$ cat config.mk
export PLATFORM = sky130hd
export DESIGN_NAME = audio_serial_tx
export DESIGN_NICKNAME = d
export VERILOG_FILES = /design/src/rtl/audtx_pkg.sv /design/src/rtl/audtx_bit_timer.sv /design/src/rtl/audtx_sample_hold.sv /design/src/rtl/audtx_serializer.sv /design/src/rtl/audio_serial_tx.sv
export SDC_FILE = /design/constraint.sdc
export NUM_CORES = 1
export LEC_CHECK = 0
export BUFFER_PORTS_ARGS = -buffer_cell sky130_fd_sc_hd__buf_2
export CAP_MARGIN = 30
export CORE_ASPECT_RATIO = 1.1
export CORE_MARGIN = 10
export CORE_UTILIZATION = 37
export DETAILED_ROUTE_END_ITERATION = 10
export GPL_TIMING_DRIVEN = 0
export SLEW_MARGIN = 20
export SYNTH_ARGS = -nofsm -noshare
export SYNTH_HDL_FRONTEND = slang
export SYNTH_SLANG_ARGS = --single-unit
export TNS_END_PERCENT = 50
$ cat constraint.sdc
create_clock -name clk -period 7 [get_ports clk]
set_input_delay 0.35 -clock clk [delete_from_list [all_inputs] [get_ports clk]]
set_output_delay 0.35 -clock clk [all_outputs]
set_load 0.02 [all_outputs]
$ cat src/rtl/audtx_pkg.sv
// Shared types and helpers for the audio serial transmitter.
// Assumes fmt codes are fixed by the block's port definition.
package audtx_pkg;

    typedef enum logic [2:0] {
        FMT_I2S   = 3'd0,
        FMT_LEFT  = 3'd1,
        FMT_RIGHT = 3'd2,
        FMT_DSP_A = 3'd3,
        FMT_DSP_B = 3'd4
    } fmt_e;

    typedef struct packed {
        logic [2:0] fmt;
        logic [1:0] wsel;
        logic       bclk_inv;
        logic       frame_inv;
    } cfg_t;

    // Decode the width code into a bit count.
    function automatic int width_of(input logic [1:0] wsel);
        case (wsel)
            2'd0:    return 16;
            2'd1:    return 20;
            2'd2:    return 24;
            default: return 32;
        endcase
    endfunction

endpackage

$ cat src/rtl/audtx_bit_timer.sv
// Bit timer: turns half-period ticks into a bit clock level, a launch
// strobe on each falling toggle, and the bit position within the frame.
// Assumes edge_tick is a single-cycle pulse from an outside divider.
module audtx_bit_timer #(
    parameter int FRAME_BITS = 64,
    parameter int POS_W      = $clog2(FRAME_BITS)
) (
    input  logic             clk,
    input  logic             rst_n,
    input  logic             edge_tick,
    output logic             phase_q,
    output logic             launch,
    output logic [POS_W-1:0] pos_next,
    output logic             frame_start
);

    localparam logic [POS_W-1:0] LAST = POS_W'(FRAME_BITS - 1);

    logic [POS_W-1:0] pos_q;

    // Internal bit clock level toggles on every tick.
    always_ff @(posedge clk) begin
        if (!rst_n)         phase_q <= 1'b0;
        else if (edge_tick) phase_q <= !phase_q;
    end

    // A high-to-low toggle sends the next bit.
    assign launch      = edge_tick && phase_q;
    assign pos_next    = (pos_q == LAST) ? '0 : pos_q + 1'b1;
    assign frame_start = launch && (pos_next == '0);

    // Position of the bit currently on the line; starts at the last slot.
    always_ff @(posedge clk) begin
        if (!rst_n)      pos_q <= LAST;
        else if (launch) pos_q <= pos_next;
    end

    p_phase_hold_r2: assert property (@(posedge clk) disable iff (!rst_n)
        !edge_tick |=> $stable(phase_q));

    p_pos_wrap_r3: assert property (@(posedge clk) disable iff (!rst_n)
        (launch && pos_q == LAST) |=> (pos_q == '0));

endmodule

$ cat src/rtl/audtx_sample_hold.sv
// Sample hold: one-entry holding slot behind a valid/ready handshake,
// the active pair and the active configuration, both swapped at frame start.
// Assumes frame_start is a single-cycle strobe.
module audtx_sample_hold
    import audtx_pkg::*;
#(
    parameter int SAMPLE_W = 32
) (
    input  logic                clk,
    input  logic                rst_n,
    input  logic                frame_start,
    input  cfg_t                cfg_in,
    input  logic                smp_valid,
    input  logic [SAMPLE_W-1:0] smp_left,
    input  logic [SAMPLE_W-1:0] smp_right,
    output logic                smp_ready,
    output cfg_t                cfg_eff,
    output logic [SAMPLE_W-1:0] left_eff,
    output logic [SAMPLE_W-1:0] right_eff,
    output logic                bclk_inv_q,
    output logic                underrun_o
);

    logic                pend_q;
    logic [SAMPLE_W-1:0] pend_l, pend_r, act_l, act_r;
    cfg_t                cfg_q;
    logic                take;

    assign smp_ready = !pend_q;
    assign take      = smp_valid && !pend_q;

    // Holding slot: filled by a handshake, emptied at frame start.
    always_ff @(posedge clk) begin
        if (!rst_n) begin
            pend_q <= 1'b0;
            pend_l <= '0;
            pend_r <= '0;
        end else if (take) begin
            pend_q <= 1'b1;
            pend_l <= smp_left;
            pend_r <= smp_right;
        end else if (frame_start) begin
            pend_q <= 1'b0;
        end
    end

    // Active pair: replaced at frame start only when a new pair is waiting.
    always_ff @(posedge clk) begin
        if (!rst_n) begin
            act_l <= '0;
            act_r <= '0;
        end else if (frame_start && pend_q) begin
            act_l <= pend_l;
            act_r <= pend_r;
        end
    end

    // Configuration latched once per frame.
    always_ff @(posedge clk) begin
        if (!rst_n)           cfg_q <= '0;
        else if (frame_start) cfg_q <= cfg_in;
    end

    // Underrun pulse when a frame starts with nothing waiting.
    always_ff @(posedge clk) begin
        if (!rst_n) underrun_o <= 1'b0;
        else        underrun_o <= frame_start && !pend_q;
    end

    // Values in force for the bit being launched this cycle.
    assign cfg_eff    = frame_start ? cfg_in : cfg_q;
    assign left_eff   = (frame_start && pend_q) ? pend_l : act_l;
    assign right_eff  = (frame_start && pend_q) ? pend_r : act_r;
    assign bclk_inv_q = cfg_q.bclk_inv;

    p_ready_drop_r11: assert property (@(posedge clk) disable iff (!rst_n)
        (smp_valid && smp_ready) |=> !smp_ready);

    p_underrun_pulse_r12: assert property (@(posedge clk) disable iff (!rst_n)
        underrun_o |=> !underrun_o);

    p_pair_hold_r12: assert property (@(posedge clk) disable iff (!rst_n)
        !frame_start |=> ($stable(act_l) && $stable(act_r)));

    p_cfg_hold_r13: assert property (@(posedge clk) disable iff (!rst_n)
        !frame_start |=> $stable(cfg_q));

endmodule

$ cat src/rtl/audtx_serializer.sv
// Serializer: picks the sample bit (or zero) for the bit position being
// launched, applies the one-bit delay of the delayed formats and the
// frame polarity, and registers the line outputs.
// Assumes pos_next, the pair and the format are valid whenever launch is high.
module audtx_serializer
    import audtx_pkg::*;
#(
    parameter int SAMPLE_W  = 32,
    parameter int SLOT_BITS = 32,
    parameter int POS_W     = 6
) (
    input  logic                clk,
    input  logic                rst_n,
    input  logic                launch,
    input  logic [POS_W-1:0]    pos_next,
    input  logic [2:0]          fmt,
    input  logic [1:0]          wsel,
    input  logic                frame_inv,
    input  logic [SAMPLE_W-1:0] left,
    input  logic [SAMPLE_W-1:0] right,
    output logic                sd_q,
    output logic                fr_q
);

    int                  p, o, w;
    logic                half, raw_bit, raw_frm, use_delay, dly_q;
    logic [SAMPLE_W-1:0] word, shifted;

    // Bit and frame level for the position being launched.
    always_comb begin
        w = width_of(wsel);
        if (w > SLOT_BITS) w = SLOT_BITS;
        if (w > SAMPLE_W)  w = SAMPLE_W;
        p         = int'(pos_next);
        half      = (p >= SLOT_BITS);
        o         = half ? p - SLOT_BITS : p;
        word      = half ? right : left;
        shifted   = '0;
        raw_frm   = half;
        use_delay = 1'b0;
        case (fmt)
            FMT_RIGHT: begin
                if (o >= SLOT_BITS - w) shifted = word >> (SLOT_BITS - 1 - o);
            end
            FMT_DSP_A, FMT_DSP_B: begin
                raw_frm   = (p == 0);
                use_delay = (fmt == FMT_DSP_A);
                if (p < w)          shifted = left >> (w - 1 - p);
                else if (p < 2 * w) shifted = right >> (2 * w - 1 - p);
            end
            default: begin
                use_delay = (fmt == FMT_I2S);
                if (o < w) shifted = word >> (w - 1 - o);
            end
        endcase
        raw_bit = shifted[0];
    end

    // One-bit delay line, fed on every launch whatever the format.
    always_ff @(posedge clk) begin
        if (!rst_n)      dly_q <= 1'b0;
        else if (launch) dly_q <= raw_bit;
    end

    // Registered line outputs.
    always_ff @(posedge clk) begin
        if (!rst_n) begin
            sd_q <= 1'b0;
            fr_q <= 1'b0;
        end else if (launch) begin
            sd_q <= use_delay ? dly_q : raw_bit;
            fr_q <= raw_frm ^ frame_inv;
        end
    end

    p_sd_hold_r2: assert property (@(posedge clk) disable iff (!rst_n)
        !launch |=> ($stable(sd_q) && $stable(fr_q)));

    p_sync_narrow_r7: assert property (@(posedge clk) disable iff (!rst_n)
        (launch && fmt == FMT_DSP_B && pos_next != '0) |=> (fr_q == $past(frame_inv)));

endmodule

$ cat src/rtl/audio_serial_tx.sv
// Top: multi-format audio serial transmitter. Wires the bit timer, the
// sample hold and the serializer, and applies bit clock polarity.
// Assumes an outside divider supplies edge_tick.
module audio_serial_tx
    import audtx_pkg::*;
#(
    parameter int SAMPLE_W  = 32,
    parameter int SLOT_BITS = 32
) (
    input  logic                clk,
    input  logic                rst_n,
    input  logic                edge_tick,
    input  logic [2:0]          fmt_sel,
    input  logic [1:0]          width_sel,
    input  logic                bclk_inv,
    input  logic                frame_inv,
    input  logic                smp_valid,
    output logic                smp_ready,
    input  logic [SAMPLE_W-1:0] smp_left,
    input  logic [SAMPLE_W-1:0] smp_right,
    output logic                bclk_o,
    output logic                frame_o,
    output logic                sdata_o,
    output logic                underrun_o
);

    localparam int FRAME_BITS = 2 * SLOT_BITS;
    localparam int POS_W      = $clog2(FRAME_BITS);

    logic                phase_q, launch, frame_start, bclk_inv_q;
    logic [POS_W-1:0]    pos_next;
    cfg_t                cfg_in, cfg_eff;
    logic [SAMPLE_W-1:0] left_eff, right_eff;

    assign cfg_in = '{fmt: fmt_sel, wsel: width_sel, bclk_inv: bclk_inv, frame_inv: frame_inv};

    audtx_bit_timer #(
        .FRAME_BITS (FRAME_BITS),
        .POS_W      (POS_W)
    ) u_timer (
        .clk         (clk),
        .rst_n       (rst_n),
        .edge_tick   (edge_tick),
        .phase_q     (phase_q),
        .launch      (launch),
        .pos_next    (pos_next),
        .frame_start (frame_start)
    );

    audtx_sample_hold #(
        .SAMPLE_W (SAMPLE_W)
    ) u_hold (
        .clk         (clk),
        .rst_n       (rst_n),
        .frame_start (frame_start),
        .cfg_in      (cfg_in),
        .smp_valid   (smp_valid),
        .smp_left    (smp_left),
        .smp_right   (smp_right),
        .smp_ready   (smp_ready),
        .cfg_eff     (cfg_eff),
        .left_eff    (left_eff),
        .right_eff   (right_eff),
        .bclk_inv_q  (bclk_inv_q),
        .underrun_o  (underrun_o)
    );

    audtx_serializer #(
        .SAMPLE_W  (SAMPLE_W),
        .SLOT_BITS (SLOT_BITS),
        .POS_W     (POS_W)
    ) u_ser (
        .clk       (clk),
        .rst_n     (rst_n),
        .launch    (launch),
        .pos_next  (pos_next),
        .fmt       (cfg_eff.fmt),
        .wsel      (cfg_eff.wsel),
        .frame_inv (cfg_eff.frame_inv),
        .left      (left_eff),
        .right     (right_eff),
        .sd_q      (sdata_o),
        .fr_q      (frame_o)
    );

    // Bit clock polarity applied to the registered internal level.
    assign bclk_o = phase_q ^ bclk_inv_q;

endmodule

After elaboration in Yosys (flattened, before gate mapping) --
Cells that the tools add are included.
Cells by class: $add $sub $neg 9, magnitude comparators 7, equality and inequality tests 6, shift-type cells 4, mux-type cells 19, bitwise gates (word level) 2, reductions and logical operators 13
Operator list (number):
- 2-to-1 mux 32 bit | 4
- >> shifter 32 x 32 -> 1 bit | 4
- subtractor 32 x 7 -> 32 bit | 2
- greater-or-equal comparator 32 bit | 1
- less-than comparator 32 x 7 -> 1 bit | 1
- subtractor 32 bit | 1
- subtractor 6 x 32 -> 32 bit, first input constant | 1
- 2-to-1 mux 6 bit | 3
- case mux 6 bit (3 select lines) | 1
- > comparator 6 bit, second input constant | 2
- logical NOT 6 bit | 2
- 2-to-1 mux 1 bit | 8
- subtractor 7 x 1 -> 8 bit, second input constant | 1
- less-than comparator 6 x 7 -> 1 bit | 1
- 2-to-1 mux 7 bit | 1
- subtractor 6 x 1 -> 7 bit, second input constant | 1
- subtractor 6 x 6 -> 7 bit, first input constant | 1
- subtractor 6 x 6 -> 7 bit, second input constant | 1
- adder 6 x 1 -> 6 bit, second input constant | 1
- == test 3 x 2 -> 1 bit, second input constant | 2
- == test 6 bit, second input constant | 1
- greater-or-equal comparator 6 bit, second input constant | 1
- less-than comparator 6 bit | 1
- logical AND 1 bit | 5
- 10 further kinds | 13
Word-level totals: register bits after elaboration 147, input port bits 75, output and inout bits 5, logic and storage cells 75

Logic depth before layout (Yosys ltp) --
word-level depth 18, depth in mapped cells 30

Hierarchy --
From an unflattened synthesis, not the netlist that was laid out.
Second synthesis, totals: cell total of the unflattened synthesis 846, area total of the unflattened synthesis 8484.4 um^2
By module, submodules not included:
- audtx_sample_hold | times used 1, cells each 586, area an instance 6057.1 um^2, seq. area each 2742.6 um^2
- audtx_serializer | times used 1, cells each 205, area an instance 1983.2 um^2, seq. area each 60.1 um^2
- audtx_bit_timer | times used 1, cells each 54, area an instance 435.4 um^2, seq. area each 140.1 um^2
- audio_serial_tx | times used 1, cells each 1, area an instance 8.8 um^2, seq. area each 0.0 um^2

Worst setup path after synthesis --
OpenSTA, ideal clock, no wires.
path type register to register, from reg u_timer.pos_q[1], to reg u_ser.sd_q, setup time 0.074 ns, arrival time 5.722 ns, data required time 6.926 ns, slack 1.204 ns, stages on the path, launching flop included 29, path buffers 6, period minus slack after synthesis 5.796 ns, cell sequence dfxtp_1 ha_1 buf_2 nand2_1 a2bb2oi_1 a2111oi_2 clkbuf_1 buf_1 mux2i_1 inv_1 ha_1 inv_1 ha_1 o21a_1 o21ai_0 nor2b_1 clkbuf_1 clkbuf_1 nand2_1 ha_1 clkbuf_1 ha_1 nor4b_1 nand4_1 nor3_1 o21ai_1 a221o_1 o2111a_1 a31oi_1
RTL lines:
- from (decl) | line audtx_bit_timer.sv:19 | logic [POS_W-1:0] pos_q;
- from (signal assigned) | line audtx_bit_timer.sv:35 | else if (launch) pos_q <= pos_next;
- to (signal assigned) | line audtx_serializer.sv:71 | sd_q <= use_delay ? dly_q : raw_bit;
- to (decl) | line audtx_serializer.sv:21 | output logic sd_q,

==> out/summary.txt <==
diode count = 0
max_cap viols = 0
crit path capture type = register
area delta synth->final = 17.1%
DP HPWL = 19.4 mm
placed insts = 1,470
DRT iter0 DRCs = 378
yosys warns = 0
nets@finish = 1,307
Combinational Power Share = 0.267
Ports = 80
first-pass GRT wire length = 41.2 mm
share of cells above drive strength 1 = 0.150
# DRC = 0
worst-margin pin slew = 0.911 ns
Die Ht = 183 µm
clock-pin slew on the worst setup and hold paths = 0.07 ns
Die ar. = 30,600 µm²
CP Data Required Time = 7.36 ns
Initial Util = 0.375
fmax = 0.158 GHz
Synth Flop Type = dfxtp_1
CP arrival = 6.69 ns
min cycle time layout = 6.33 ns
Die Wd = 168 µm
Clock power frac = 0.380
commonest non-fill, non-tap cells in the layout = 288 x nand2_1, 147 x dfxtp_1, 128 x a21boi_0, 88 x buf_2, 63 x clkbuf_1
power density over cell area = 243 nW/µm²
antenna violations before repair = 0
outcome = finished, final reports clean
routed wire length per instance = 17.0 µm
Netlist Area Pre-Place = 8890 µm²
Hold Fails Final Rpt = 0
Peak VDD IR = 0.000193 V
Total GRT Usage = 0.164
# rows = 59
I/O Buffers = 78
critical path type = register to register
Post-CTS Hold Fix Bufs = 0
CTS tree = built
Final Max Slew Viols = 0
Clock Latency Late Sink = 0.44 ns
worst rel slew slack = 0.390
post-synthesis sequential area ratio = 0.331
TritonCTS Buffers = 17
Synth async-reset ratio = 0
GRT Residual Overflow = 0
register bit total from synthesis = 147
final setup fails = 0
hold crit path type = input port to register
Antenna Nets Post-Route = 0
Tcrit/Tclk final = 0.904
Total Wirelength = 25.6 mm
Power Internal = 0.00169 W
pin count of the biggest net entering global routing = 20
Post-Synthesis Cells = 1,063
vias in the first global route = 7,855
Post-synth EDFFs = 0
Final Non-Filler Cells = 1,501
Cell variety after synth = 75
Core ar. = 23,700 µm²
vias per cell = 5.24
switching power = 0.000841 W
filler cell count = 2,404
H-tree lvl count = 4
Sw Ratio = 0.333
leakage power = 4.07 nW
clock root cell = clkbuf_16
clk sinks = 147
routability cong. = 0.930
via count = 7,860
CP Launch Type = register
Min Hold Slack = 0.150 ns
RSZ-0062 raised after global routing = no
Crit Path Max Fanout = 19
syn_area_per_cell = 8.36 µm²
sequential power share = 0.353
clock buffer depth = 2
first drt pass iteration count = 5
leading cell type in the layout, fill and taps excluded = nand2_1
clk_skew = 0.0164 ns
through the flow:
stage	setup slack (ns)	power (W)	TNS, ns	instance area [µm²]	utilization
after floorplan	1.20	0.00139	0	8980	-
after global placement	-0.424	0.00156	-0.825	9750	0.412
after detailed placement	-0.551	0.00158	-1.09	9750	0.412
after CTS	0.00361	0.00254	0	10400	0.437
after global routing	0.0392	0.00266	0	10400	0.439
final	0.670	0.00253	0	10400	0.439
final cells by class:
class / instances / area, µm² / share of cell area
clock buffer: 17 / 425 / 0.0409
buffer: 83 / 365 / 0.0351
sequential: 147 / 2940 / 0.283
tap: 305 / 382 / 0.0367
clock inverter: 15 / 186 / 0.0179
inverter: 21 / 78.8 / 0.00757
timing repair buffer: 79 / 398 / 0.0382
multi-input combinational: 834 / 5630 / 0.541
cell families (layout without fill, tap and decap cells):
family / count (synthesis) / after routing / synth area share
other: 1 / 25 / 0.000422
adders and majority gates: 49 / 49 / 0.0690
buffers and inverters: 106 / 215 / 0.0500
muxes: 96 / 96 / 0.127
DFF: 147 / 147 / 0.331
xor gates and xnor gates: 14 / 14 / 0.0138
AOI/OAI and AO/OA: 257 / 257 / 0.217
and+or+nand+nor: 393 / 393 / 0.192
state kept, by name, indices dropped and copies added (netlist names):
name               count
u_timer.phase_q        1
u_hold.act_r          32
u_timer.pos_q          6
u_ser.fr_q             1
u_hold.pend_r         32
u_hold.cfg_q           6
u_hold.act_l          32
u_ser.sd_q             1
u_hold.pend_q          1
u_hold.underrun_o      1
u_ser.dly_q            1
u_hold.pend_l         32
u_hold.bclk_inv_q      1
power groups by stage:
stage	clock, W	sequential (W)	combinational, W
after floorplan	0	0.000902	0.000488
after global placement	0	0.000911	0.000651
after detailed placement	0	0.000911	0.000668
after CTS	0.000979	0.000892	0.000671
after global routing	0.00101	0.000896	0.000753
final	0.000962	0.000892	0.000674
Yosys cell counts (3+ instances only):
cell        n  share of area
dfxtp_1   147           0.33
nand3_1    10         0.0056
a21oi_1    25          0.014
o21ai_0    13         0.0073
inv_1      20         0.0084
o221a_2     4         0.0051
a211o_1    12          0.012
nor2b_1    16          0.011
o311ai_1    4         0.0039
mux2_1      3         0.0038
clkbuf_1   65          0.027
and3_1      5         0.0035
o211ai_1    6         0.0051
xnor2_1     4         0.0039
xor2_1     10         0.0099
a21boi_0  128           0.11
nand2_1   288           0.12
a21o_1      5         0.0042
o22ai_1     7         0.0049
nand3b_1    3         0.0025
or4_1       4         0.0034
a31oi_1     6         0.0042
mux4_2     11          0.028
nor4_1      4         0.0028
ha_1       49          0.069
or2_2       3         0.0021
buf_1       4         0.0017
nor2_1     18         0.0076
buf_2      10         0.0056
mux2i_1    61          0.069
buf_4       4         0.0034
a211oi_1    9         0.0076
a311oi_1    4         0.0039
nand4_1     8         0.0056
mux2_2     21          0.027
nand2b_1    4         0.0028
nor3_1     14         0.0079
a221o_1     3         0.0034
and2_1      6         0.0042
path summary, 6_finish.rpt:
path,slack [ns],end,cells past startpoint,start
setup reg to reg,0.67,u_ser.sd_q$_SDFFE_PN0P_,27,u_timer.pos_q[1]$_SDFFE_PN1P_
setup / recovery,0.67,u_ser.sd_q$_SDFFE_PN0P_,27,u_timer.pos_q[1]$_SDFFE_PN1P_
hold reg to reg,0.46,u_hold.act_r[2]$_SDFF_PN0_,2,u_hold.act_r[2]$_SDFF_PN0_
hold / removal,0.15,u_hold.pend_r[2]$_SDFFE_PN0P_,3,smp_right[2]
worst max-delay path: stages, from the launching register on:
cell and delay, ns:
dfxtp_1 0.47, ha_1 0.20, buf_2 0.20, nand2_1 0.11, a2bb2oi_1 0.20, a2111oi_4 0.43, buf_6 0.28, mux2i_2 0.38
inv_1 0.13, ha_1 0.30, inv_1 0.07, ha_1 0.40, o21a_1 0.22, o21ai_0 0.11, nor2b_1 0.14, clkbuf_1 0.20
clkbuf_1 0.26, nand2_1 0.12, ha_1 0.17, clkbuf_1 0.10, ha_1 0.22, nor4b_1 0.33, nand4_1 0.14, nor3_1 0.24
o21ai_1 0.12, a221o_1 0.29, o2111a_1 0.26, a31oi_1 0.15
timing repair:
| item | 4_1_cts | 5_1_grt |
|---|---|---|
| pin swaps | 0 | 1 |
| endpoints found under the setup margin | 2 | 2 |
| buffers inserted | 0 | 1 |
| gates resized for setup | 1 | 9 |
layer usage:
metal / track usage / share of wire / vias up
li1: - / - / 3949
met1: 0.209 / 0.46 / 3633
met2: 0.265 / 0.46 / 233
met3: 0.0299 / 0.050 / 45
met4: 0.0676 / 0.027 / 0
met5: 0 / 0 / -
No activity file was read; power rests on OpenSTA's default activity.
